[src/rtl/cts_pkg.sv]
package cts_pkg;

   typedef enum logic [2:0] {
      MODE_REC_STEP  = 3'd0,
      MODE_REC_FIXED = 3'd1,
      MODE_CAL_READ  = 3'd2,
      MODE_MON_READ  = 3'd3,
      MODE_ALT_READ  = 3'd4,
      MODE_DET_ONLY  = 3'd5
   } mode_t;

   // modes that write acquired samples to memory
   function automatic logic mode_stores(input logic [2:0] m);
      return (m <= 3'(MODE_CAL_READ));
   endfunction

endpackage

[src/rtl/cts_sync_src.sv]
module cts_sync_src #(
   parameter int PER_W       = 10,
   parameter int SYNC_STAGES = 0
) (
   input  logic             clk,
   input  logic             rst_n,
   input  logic             ext_sync,
   input  logic             src_int,
   input  logic             tb_stb,
   input  logic [PER_W-1:0] period,
   output logic             sel_rise
);

   localparam int CW = PER_W + 1;

   logic             ext_s;
   logic             ext_q;
   logic [PER_W-1:0] str_cnt;
   logic             int_pulse;
   logic [CW-1:0]    cnt_next;

   generate
      if (SYNC_STAGES == 0) begin : g_direct
         assign ext_s = ext_sync;
      end else begin : g_retime
         logic [SYNC_STAGES-1:0] ff;
         always_ff @(posedge clk or negedge rst_n) begin
            if (!rst_n) begin
               ff <= '0;
            end else begin
               ff[0] <= ext_sync;
               for (int i = 1; i < SYNC_STAGES; i++) ff[i] <= ff[i-1];
            end
         end
         assign ext_s = ff[SYNC_STAGES-1];
      end
   endgenerate

   assign cnt_next = {1'b0, str_cnt} + CW'(1);
   assign sel_rise = src_int ? int_pulse : (ext_s & ~ext_q);

   always_ff @(posedge clk or negedge rst_n) begin
      if (!rst_n) begin
         ext_q     <= 1'b0;
         str_cnt   <= '0;
         int_pulse <= 1'b0;
      end else begin
         ext_q     <= ext_s;
         int_pulse <= 1'b0;
         if (sel_rise) begin
            str_cnt <= '0;
         end else if (tb_stb) begin
            if (cnt_next >= {1'b0, period}) begin
               str_cnt   <= '0;
               int_pulse <= 1'b1;
            end else begin
               str_cnt <= str_cnt + PER_W'(1);
            end
         end
      end
   end

   // an internal sync only follows a strobe
   assert_int_after_stb_R5 : assert property (@(posedge clk) disable iff (!rst_n)
      int_pulse |-> $past(tb_stb));

endmodule

[src/rtl/cts_prescale.sv]
module cts_prescale #(
   parameter int DIV_W    = 4,
   parameter int PRE_LOG2 = 3
) (
   input  logic             clk,
   input  logic             rst_n,
   input  logic             smp_en,
   input  logic             clr,
   input  logic [DIV_W-1:0] div,
   output logic             stb
);

   logic             tick;
   logic [DIV_W-1:0] pc;

   generate
      if (PRE_LOG2 == 0) begin : g_nopre
         assign tick = smp_en;
      end else begin : g_pre
         logic [PRE_LOG2-1:0] c;
         assign tick = smp_en && (c == {PRE_LOG2{1'b1}});
         always_ff @(posedge clk or negedge rst_n) begin
            if (!rst_n)      c <= '0;
            else if (clr)    c <= '0;
            else if (smp_en) c <= c + PRE_LOG2'(1);
         end
      end
   endgenerate

   always_ff @(posedge clk or negedge rst_n) begin
      if (!rst_n) begin
         pc  <= '0;
         stb <= 1'b0;
      end else if (clr) begin
         pc  <= '0;
         stb <= 1'b0;
      end else begin
         stb <= 1'b0;
         if (tick) begin
            if (pc >= div) begin
               pc  <= '0;
               stb <= 1'b1;
            end else begin
               pc <= pc + DIV_W'(1);
            end
         end
      end
   end

   assert_stb_needs_sample_R2 : assert property (@(posedge clk) disable iff (!rst_n)
      stb |-> $past(smp_en));

   assert_pc_in_range_R2 : assert property (@(posedge clk) disable iff (!rst_n)
      pc <= div);

endmodule

[src/rtl/cts_cfg_hold.sv]
module cts_cfg_hold #(
   parameter int DIV_W   = 4,
   parameter int PER_W   = 10,
   parameter int PER_RST = 588
) (
   input  logic             clk,
   input  logic             rst_n,
   input  logic             wr,
   input  logic [DIV_W-1:0] wr_div,
   input  logic [PER_W-1:0] wr_period,
   input  logic [2:0]       wr_mode,
   input  logic             wr_src,
   input  logic             apply,
   output logic [DIV_W-1:0] act_div,
   output logic [PER_W-1:0] act_period,
   output logic [2:0]       act_mode,
   output logic             act_src
);

   logic [DIV_W-1:0] sh_div;
   logic [PER_W-1:0] sh_period;
   logic [2:0]       sh_mode;

   always_ff @(posedge clk or negedge rst_n) begin
      if (!rst_n) begin
         sh_div     <= '0;
         sh_period  <= PER_W'(PER_RST);
         sh_mode    <= '0;
         act_div    <= '0;
         act_period <= PER_W'(PER_RST);
         act_mode   <= '0;
         act_src    <= 1'b0;
      end else begin
         if (wr) begin
            sh_div    <= wr_div;
            sh_period <= wr_period;
            sh_mode   <= wr_mode;
            act_src   <= wr_src;
         end
         if (apply) begin
            act_div    <= sh_div;
            act_period <= sh_period;
            act_mode   <= sh_mode;
         end
      end
   end

   assert_hold_between_syncs_R8 : assert property (@(posedge clk) disable iff (!rst_n)
      !apply |=> $stable({act_div, act_period, act_mode}));

   assert_src_immediate_R9 : assert property (@(posedge clk) disable iff (!rst_n)
      wr |=> (act_src == $past(wr_src)));

endmodule

[src/rtl/cal_timebase_seq.sv]
module cal_timebase_seq
   import cts_pkg::*;
#(
   parameter int DIV_W       = 4,
   parameter int PER_W       = 10,
   parameter int IDX_W       = 10,
   parameter int PRE_LOG2    = 3,
   parameter int SYNC_STAGES = 0,
   parameter int PER_RST     = 588
) (
   input  logic             clk,
   input  logic             rst_n,
   input  logic             smp_en,
   input  logic             ext_sync,
   input  logic             cfg_wr,
   input  logic [DIV_W-1:0] cfg_div,
   input  logic [PER_W-1:0] cfg_period,
   input  logic [2:0]       cfg_mode,
   input  logic             cfg_src,
   output logic             tb_stb,
   output logic             sync_pulse,
   output logic [IDX_W-1:0] smp_idx,
   output logic             mem_we,
   output logic [DIV_W-1:0] act_div,
   output logic [PER_W-1:0] act_period,
   output logic [2:0]       act_mode,
   output logic             act_src
);

   generate
      if (DIV_W < 1 || DIV_W > 8) begin : g_bad_div
         $error("DIV_W out of range");
      end
      if (PRE_LOG2 < 0 || PRE_LOG2 > 6) begin : g_bad_pre
         $error("PRE_LOG2 out of range");
      end
      if (PER_W < 1 || PER_RST >= (1 << PER_W)) begin : g_bad_per
         $error("PER_RST does not fit PER_W");
      end
      if (IDX_W < 1 || SYNC_STAGES < 0) begin : g_bad_misc
         $error("IDX_W or SYNC_STAGES invalid");
      end
   endgenerate

   logic sel_rise;

   cts_sync_src #(.PER_W(PER_W), .SYNC_STAGES(SYNC_STAGES)) u_src (
      .clk      (clk),
      .rst_n    (rst_n),
      .ext_sync (ext_sync),
      .src_int  (act_src),
      .tb_stb   (tb_stb),
      .period   (act_period),
      .sel_rise (sel_rise)
   );

   cts_prescale #(.DIV_W(DIV_W), .PRE_LOG2(PRE_LOG2)) u_pre (
      .clk    (clk),
      .rst_n  (rst_n),
      .smp_en (smp_en),
      .clr    (sel_rise),
      .div    (act_div),
      .stb    (tb_stb)
   );

   cts_cfg_hold #(.DIV_W(DIV_W), .PER_W(PER_W), .PER_RST(PER_RST)) u_cfg (
      .clk        (clk),
      .rst_n      (rst_n),
      .wr         (cfg_wr),
      .wr_div     (cfg_div),
      .wr_period  (cfg_period),
      .wr_mode    (cfg_mode),
      .wr_src     (cfg_src),
      .apply      (sel_rise),
      .act_div    (act_div),
      .act_period (act_period),
      .act_mode   (act_mode),
      .act_src    (act_src)
   );

   always_ff @(posedge clk or negedge rst_n) begin
      if (!rst_n) begin
         smp_idx    <= '0;
         sync_pulse <= 1'b0;
      end else begin
         sync_pulse <= sel_rise;
         if (sel_rise)    smp_idx <= '0;
         else if (tb_stb) smp_idx <= smp_idx + IDX_W'(1);
      end
   end

   assign mem_we = tb_stb & mode_stores(act_mode);

   assert_frame_start_R6 : assert property (@(posedge clk) disable iff (!rst_n)
      sync_pulse |-> (smp_idx == '0 && !tb_stb));

endmodule

[config.mk]
export PLATFORM = sky130hd
export DESIGN_NAME = cal_timebase_seq
export DESIGN_NICKNAME = d
export VERILOG_FILES = /design/src/rtl/cts_pkg.sv /design/src/rtl/cts_sync_src.sv /design/src/rtl/cts_prescale.sv /design/src/rtl/cts_cfg_hold.sv /design/src/rtl/cal_timebase_seq.sv
export SDC_FILE = /design/constraint.sdc
export NUM_CORES = 1
export LEC_CHECK = 0
export BUFFER_PORTS_ARGS = -buffer_cell sky130_fd_sc_hd__buf_2
export CORE_MARGIN = 2
export CORE_UTILIZATION = 60
export CTS_CLUSTER_DIAMETER = 50
export DETAILED_ROUTE_END_ITERATION = 10
export PLACE_DENSITY = 0.94
export SYNTH_ARGS = -nofsm -noshare
export SYNTH_HDL_FRONTEND = slang
export SYNTH_SLANG_ARGS = --single-unit
[constraint.sdc]
create_clock -name clk -period 5.2 [get_ports clk]
set_clock_uncertainty 0.2 [all_clocks]
set_input_delay 1.04 -clock clk [delete_from_list [all_inputs] [get_ports clk]]
set_output_delay 1.04 -clock clk [all_outputs]
set_load 0.02 [all_outputs]
## Yosys cells after proc, flatten, opt, wreduce, memory -nomap -nowiden

Cells that the tools add are included.

- Register bits after elaboration: 66

- Add/subtract/negate cells: 5
- Order comparisons: 3
- Eq/ne operators: 1
- Mux-type cells: 17
- Bitwise logic cells: 3
- Reduce and logical (&&, ||, !) cells: 4

Operators with widths:

| cell | number |
|---|---|
| $mux W10 | 5 |
| $add A10 B1 Y10 const B | 2 |
| $mux W4 | 3 |
| $add A10 B1 Y11 const B | 1 |
| $ge A11 B10 Y1 | 1 |
| $mux W1 | 7 |
| $mux W3 | 2 |
| $reduce_bool A2 Y1 | 3 |
| $add A4 B1 Y4 const B | 1 |
| $ge A4 B4 Y1 | 1 |
| $add A3 B1 Y3 const B | 1 |
| $eq A3 B3 Y1 const B | 1 |
| $le A3 B2 Y1 const B | 1 |
| $and A1 B1 Y1 | 2 |
| $logic_and A1 B1 Y1 | 1 |
| $not A1 Y1 | 1 |

## Depth between registers and ports, before layout

- Depth in word-level cells: 5
- Depth in mapped cells: 13
- Depth with buffers taken out: 11

## Hierarchy

Synthesis repeated with hierarchy kept, for this count alone.

- Cells, all modules: 280
- Area total of the unflattened synthesis: 3392.0 um^2

By module, submodules not included:

| module | instances | cells each | area an instance (um^2) | sequential area each (um^2) |
|---|---|---|---|---|
| cts_cfg_hold | 1 | 74 | 1417.6 | 885.8 |
| cts_sync_src | 1 | 105 | 935.9 | 300.3 |
| cal_timebase_seq | 1 | 50 | 529.3 | 275.3 |
| cts_prescale | 1 | 51 | 509.2 | 200.2 |

## Worst setup path after synthesis

Ideal clock, no wire load.

- Path kind: flip-flop to flip-flop
- Start point: register u_src.str_cnt[0]
- End point: register u_src.str_cnt[7]
- Arrival: 2.376 ns
- Data required time: 4.905 ns
- Setup slack: 2.528 ns
- Cell stages (with the launch flop): 13
- Clock period less this slack: 2.672 ns
- Path through: dfrtp_1 ha_1 and2_4 buf_6 nand3_2 xor2_1 inv_1 ha_1 a21o_1 a21o_1 a21oi_2 o21ai_2 o32ai_2

- Word-level cells in the longest chain between the ends: 5
- Elaborated cells between the ends (all ways): 6

Ends and longest elaborated chain:

| element | line | text |
|---|---|---|
| start, declared | cts_sync_src.sv:18 | `logic [PER_W-1:0] str_cnt;` |
| start signal, assigned | cts_sync_src.sv:57 | `str_cnt <= str_cnt + PER_W'(1);` |
| $add A10 B1 Y11 | cts_sync_src.sv:39 | `assign cnt_next = {1'b0, str_cnt} + CW'(1);` |
| $ge A11 B10 Y1 | cts_sync_src.sv:53 | `if (cnt_next >= {1'b0, period}) begin` |
| $mux W10 * | cts_sync_src.sv:53 |  |
| $mux W10 * | cts_sync_src.sv:52 | `end else if (tb_stb) begin` |
| $mux W10 * | cts_sync_src.sv:50 | `if (sel_rise) begin` |

Mark *: on every way between the ends. The rest lies on a longest branch, timed or not. The select of a mux whose other input is x is not followed.
A chain may end at the register's enable or synchronous reset.

## Final worst setup path

- Start point: register u_pre.stb
- End point: output port mem_we

- Word-level cells in the longest chain between the ends: 1

Ends and longest elaborated chain:

| element | line | text |
|---|---|---|
| start, declared | cts_prescale.sv:10 | `output logic stb` |
| start signal, assigned | cts_prescale.sv:33 | `stb <= 1'b0;` |
| start signal, assigned | cts_prescale.sv:36 | `stb <= 1'b0;` |
| start signal, assigned | cts_prescale.sv:38 | `stb <= 1'b0;` |
| $and A1 B1 Y1 | cal_timebase_seq.sv:92 | `assign mem_we = tb_stb & mode_stores(act_mode);` |
| end, declared | cal_timebase_seq.sv:23 | `output logic mem_we,` |

Every way passes these cells.

==> flow_metrics.py <==
metrics = {
    "run_status": {
        "status": "completed",
    },
    "placed_design": {
        "dpl.cell_count": 421,
        "dp_hpwl_um": 4340,
        "port_buffers": 53,
        "gp_congestion": 0.858,
    },
    "synth": {
        "ys_types": 44,
        "synth_area_per_cell_um2": 10.5,
        "yosysWarnings": 0,
        "ys_ff_latch": 66,
        "synth.cell_area_um2": 3260,
        "synth_seq_area_share": 0.510,
        "synthCells": 311,
        "syn-num-nets": 353,
    },
    "cts": {
        "clkSinkCount": 66,
        "cts_resized": 0,
        "ctsHoldBuffers": 0,
        "cts_root_buffer": "clkbuf_8",
        "cts_buffers": 9,
        "cts.reportedPaths.clkPinSlew_ps": 70,
        "cts_setup_buffers": 0,
        "cts_buffer_depth": 2,
        "htreeDepth": 3,
        "cts_tree": "done",
        "clk_latency_ps": 350,
    },
    "sta": {
        "layout_min_cycle_time_ps": 3110,
        "slew_headroom": 0.408,
        "hold_violations": 0,
        "fmax_mhz": 321,
        "finalSetupViolations": 0,
        "finalCritPeriodShare": 0.599,
        "tightest_slew_ps": 887,
        "grt_setup_unrepaired": "no",
        "setup_tns_ps": 0,
        "report.final.slew_viol_count": 0,
    },
    "final_layout": {
        "final_common_cell": "dfrtp_1",
        "fin_cells": 437,
        "antenna_cells": 0,
        "final_cell_mix": "58 x dfrtp_1, 53 x buf_2, 48 x nand2_1",
        "final_layout_size_suffix_gt1_frac": 0.283,
        "fin_nets": 404,
        "area_growth_pct": 15.0,
    },
    "critical_path": {
        "critPathMaxFanout": 20,
        "worstPathArrival_ps": 1870,
        "crit_required_ps": 3960,
        "critPathLaunchType": "register",
        "crit_type": "reg2out",
        "cp-end-kind": "primary output",
    },
    "power": {
        "power.total_mw": 1.37,
        "p_leak_nw": 1.82,
        "ir_drop_v": 0.000274,
        "powerDensity_nw_per_um2": 365,
    },
    "drt": {
        "totalWireLength_um": 6490,
        "wl_per_cell_um": 14.9,
        "ant_nets": 0,
        "routed_via_density": 5.57,
        "num_vias": 2436,
        "drtPass1Iterations": 4,
        "drc": 0,
        "drt_iter0_markers": 192,
    },
    "die": {
        "initial_core_util": 0.629,
        "core_area_um2": 5170,
        "die_h_um": 77.7,
        "die_w_um": 77.7,
        "num_io_pins": 54,
        "die_area_um2": 6030,
        "placementRows": 26,
    },
    "global_route": {
        "grt_pass1_vias": 2480,
        "grt_max_degree": 67,
        "grtUsageTotal": 0.234,
        "grt_pass1_wl_um": 11000,
        "antenna_found_initial": 0,
        "grt-ovfl-total": 0,
    },
    "job": {
        "maxCapViolCount": 0,
    },
    "min_path": {
        "min_path_type": "reg2reg",
    },
}
-- per-layer routing --
layer / global-route usage / vias to the layer above / wire length, um
li1: - / 1172 / -
met1: 0.284 / 1179 / 2690
met2: 0.406 / 68 / 3340
met3: 0.0407 / 17 / 309
met4: 0.109 / 0 / 151
met5: 0 / - / 0
-- layout make-up --
type,instances,area (um2)
flip-flops and latches,66,1660
fillers,378,1430
multi-input cells,207,1410
repair buffers,54,273
clock buffers,10,128
clock inverters,6,91.3
inverters,24,90.1
well taps,70,87.6
-- critical path: stages, from the launching register on --
cell and delay [ps]:
dfrtp_1 780, inv_1 300, a211oi_1 240, buf_2 200
-- flip-flops by register name, indices dropped and copies added (netlist names) --
signal	cells
smp_idx	10
u_cfg.act_src	1
sync_pulse	1
u_src.str_cnt	10
u_pre.pc	4
u_pre.stb	1
u_pre.g_pre.c	3
u_cfg.act_mode	3
u_cfg.sh_div	4
u_src.int_pulse	1
u_cfg.sh_period	10
u_cfg.act_period	10
u_cfg.sh_mode	3
u_cfg.act_div	4
u_src.ext_q	1
-- cells by family after synthesis --
kind of cell	Yosys count	share of synthesized area
simple gates	99	0.144
flops	66	0.510
compound gates	52	0.103
buf+inv	38	0.0557
mux	21	0.0715
fa+ha+maj	19	0.0730
xor+xnor	16	0.0430
-- synth_stat cells (all sizes together) --
library cell | n | area, um2
dfrtp | 58 | 1450
nand2 | 48 | 180
inv | 24 | 90.1
o21ai | 23 | 119
ha | 19 | 238
mux2 | 18 | 203
nor2 | 14 | 52.6
nand3 | 12 | 65.1
a21oi | 11 | 58.8
buf | 9 | 71.3
xor2 | 9 | 78.8
dfstp | 8 | 210
xnor2 | 7 | 61.3
nand4 | 6 | 37.5
o32ai | 6 | 67.6
clkbuf | 5 | 20.0
or3 | 4 | 25.0
a21o | 3 | 22.5
and2 | 3 | 23.8
mux2i | 3 | 30.0
nor3 | 3 | 15.0
o22ai | 3 | 18.8
and4 | 2 | 20.0
nor2b | 2 | 12.5
nor3b | 2 | 15.0
a2111oi | 1 | 8.76
a211oi | 1 | 7.51
nand2b | 1 | 6.26
nor4 | 1 | 6.26
o211ai | 1 | 7.51
o21bai | 1 | 7.51
o221ai | 1 | 8.76
o31ai | 1 | 7.51
or3b | 1 | 8.76
-- power by group --
| group | total, mW | switching [mW] | internal [mW] |
|---|---|---|---|
| sequential | 0.635 | 0.0517 | 0.583 |
| clock | 0.475 | 0.204 | 0.272 |
| combinational | 0.255 | 0.154 | 0.102 |
| total | 1.37 | 0.409 | 0.956 |
-- stage by stage --
| stage | hold slack [ps] | setup slack [ps] | instance area (um2) | util |
|---|---|---|---|---|
| global placement | 257 | 1960 | 3520 | 0.681 |
| finish | 274 | 2090 | 3740 | 0.724 |
| CTS | 284 | 2070 | 3740 | 0.724 |
| floorplan | 242 | 2530 | 3260 | - |
| detailed placement | 265 | 1890 | 3520 | 0.681 |
| global route | 314 | 1990 | 3740 | 0.724 |
-- final timing paths --
check                                       from                 to  slack [ps]  cells after the start
worst max-delay path                   u_pre.stb             mem_we        2090                      3
worst min-delay path             u_cfg.sh_div[3]   u_cfg.act_div[3]         270                      2
worst max register to register  u_src.str_cnt[0]   u_src.str_cnt[8]        2200                     11
worst min register to register   u_cfg.sh_div[3]   u_cfg.act_div[3]         270                      2
max in group asynchronous                  rst_n    u_cfg.sh_div[3]        3590                      2
min in group asynchronous                  rst_n  u_cfg.act_mode[1]         650                      2
Note: power is estimated with default switching activity, not from simulation.
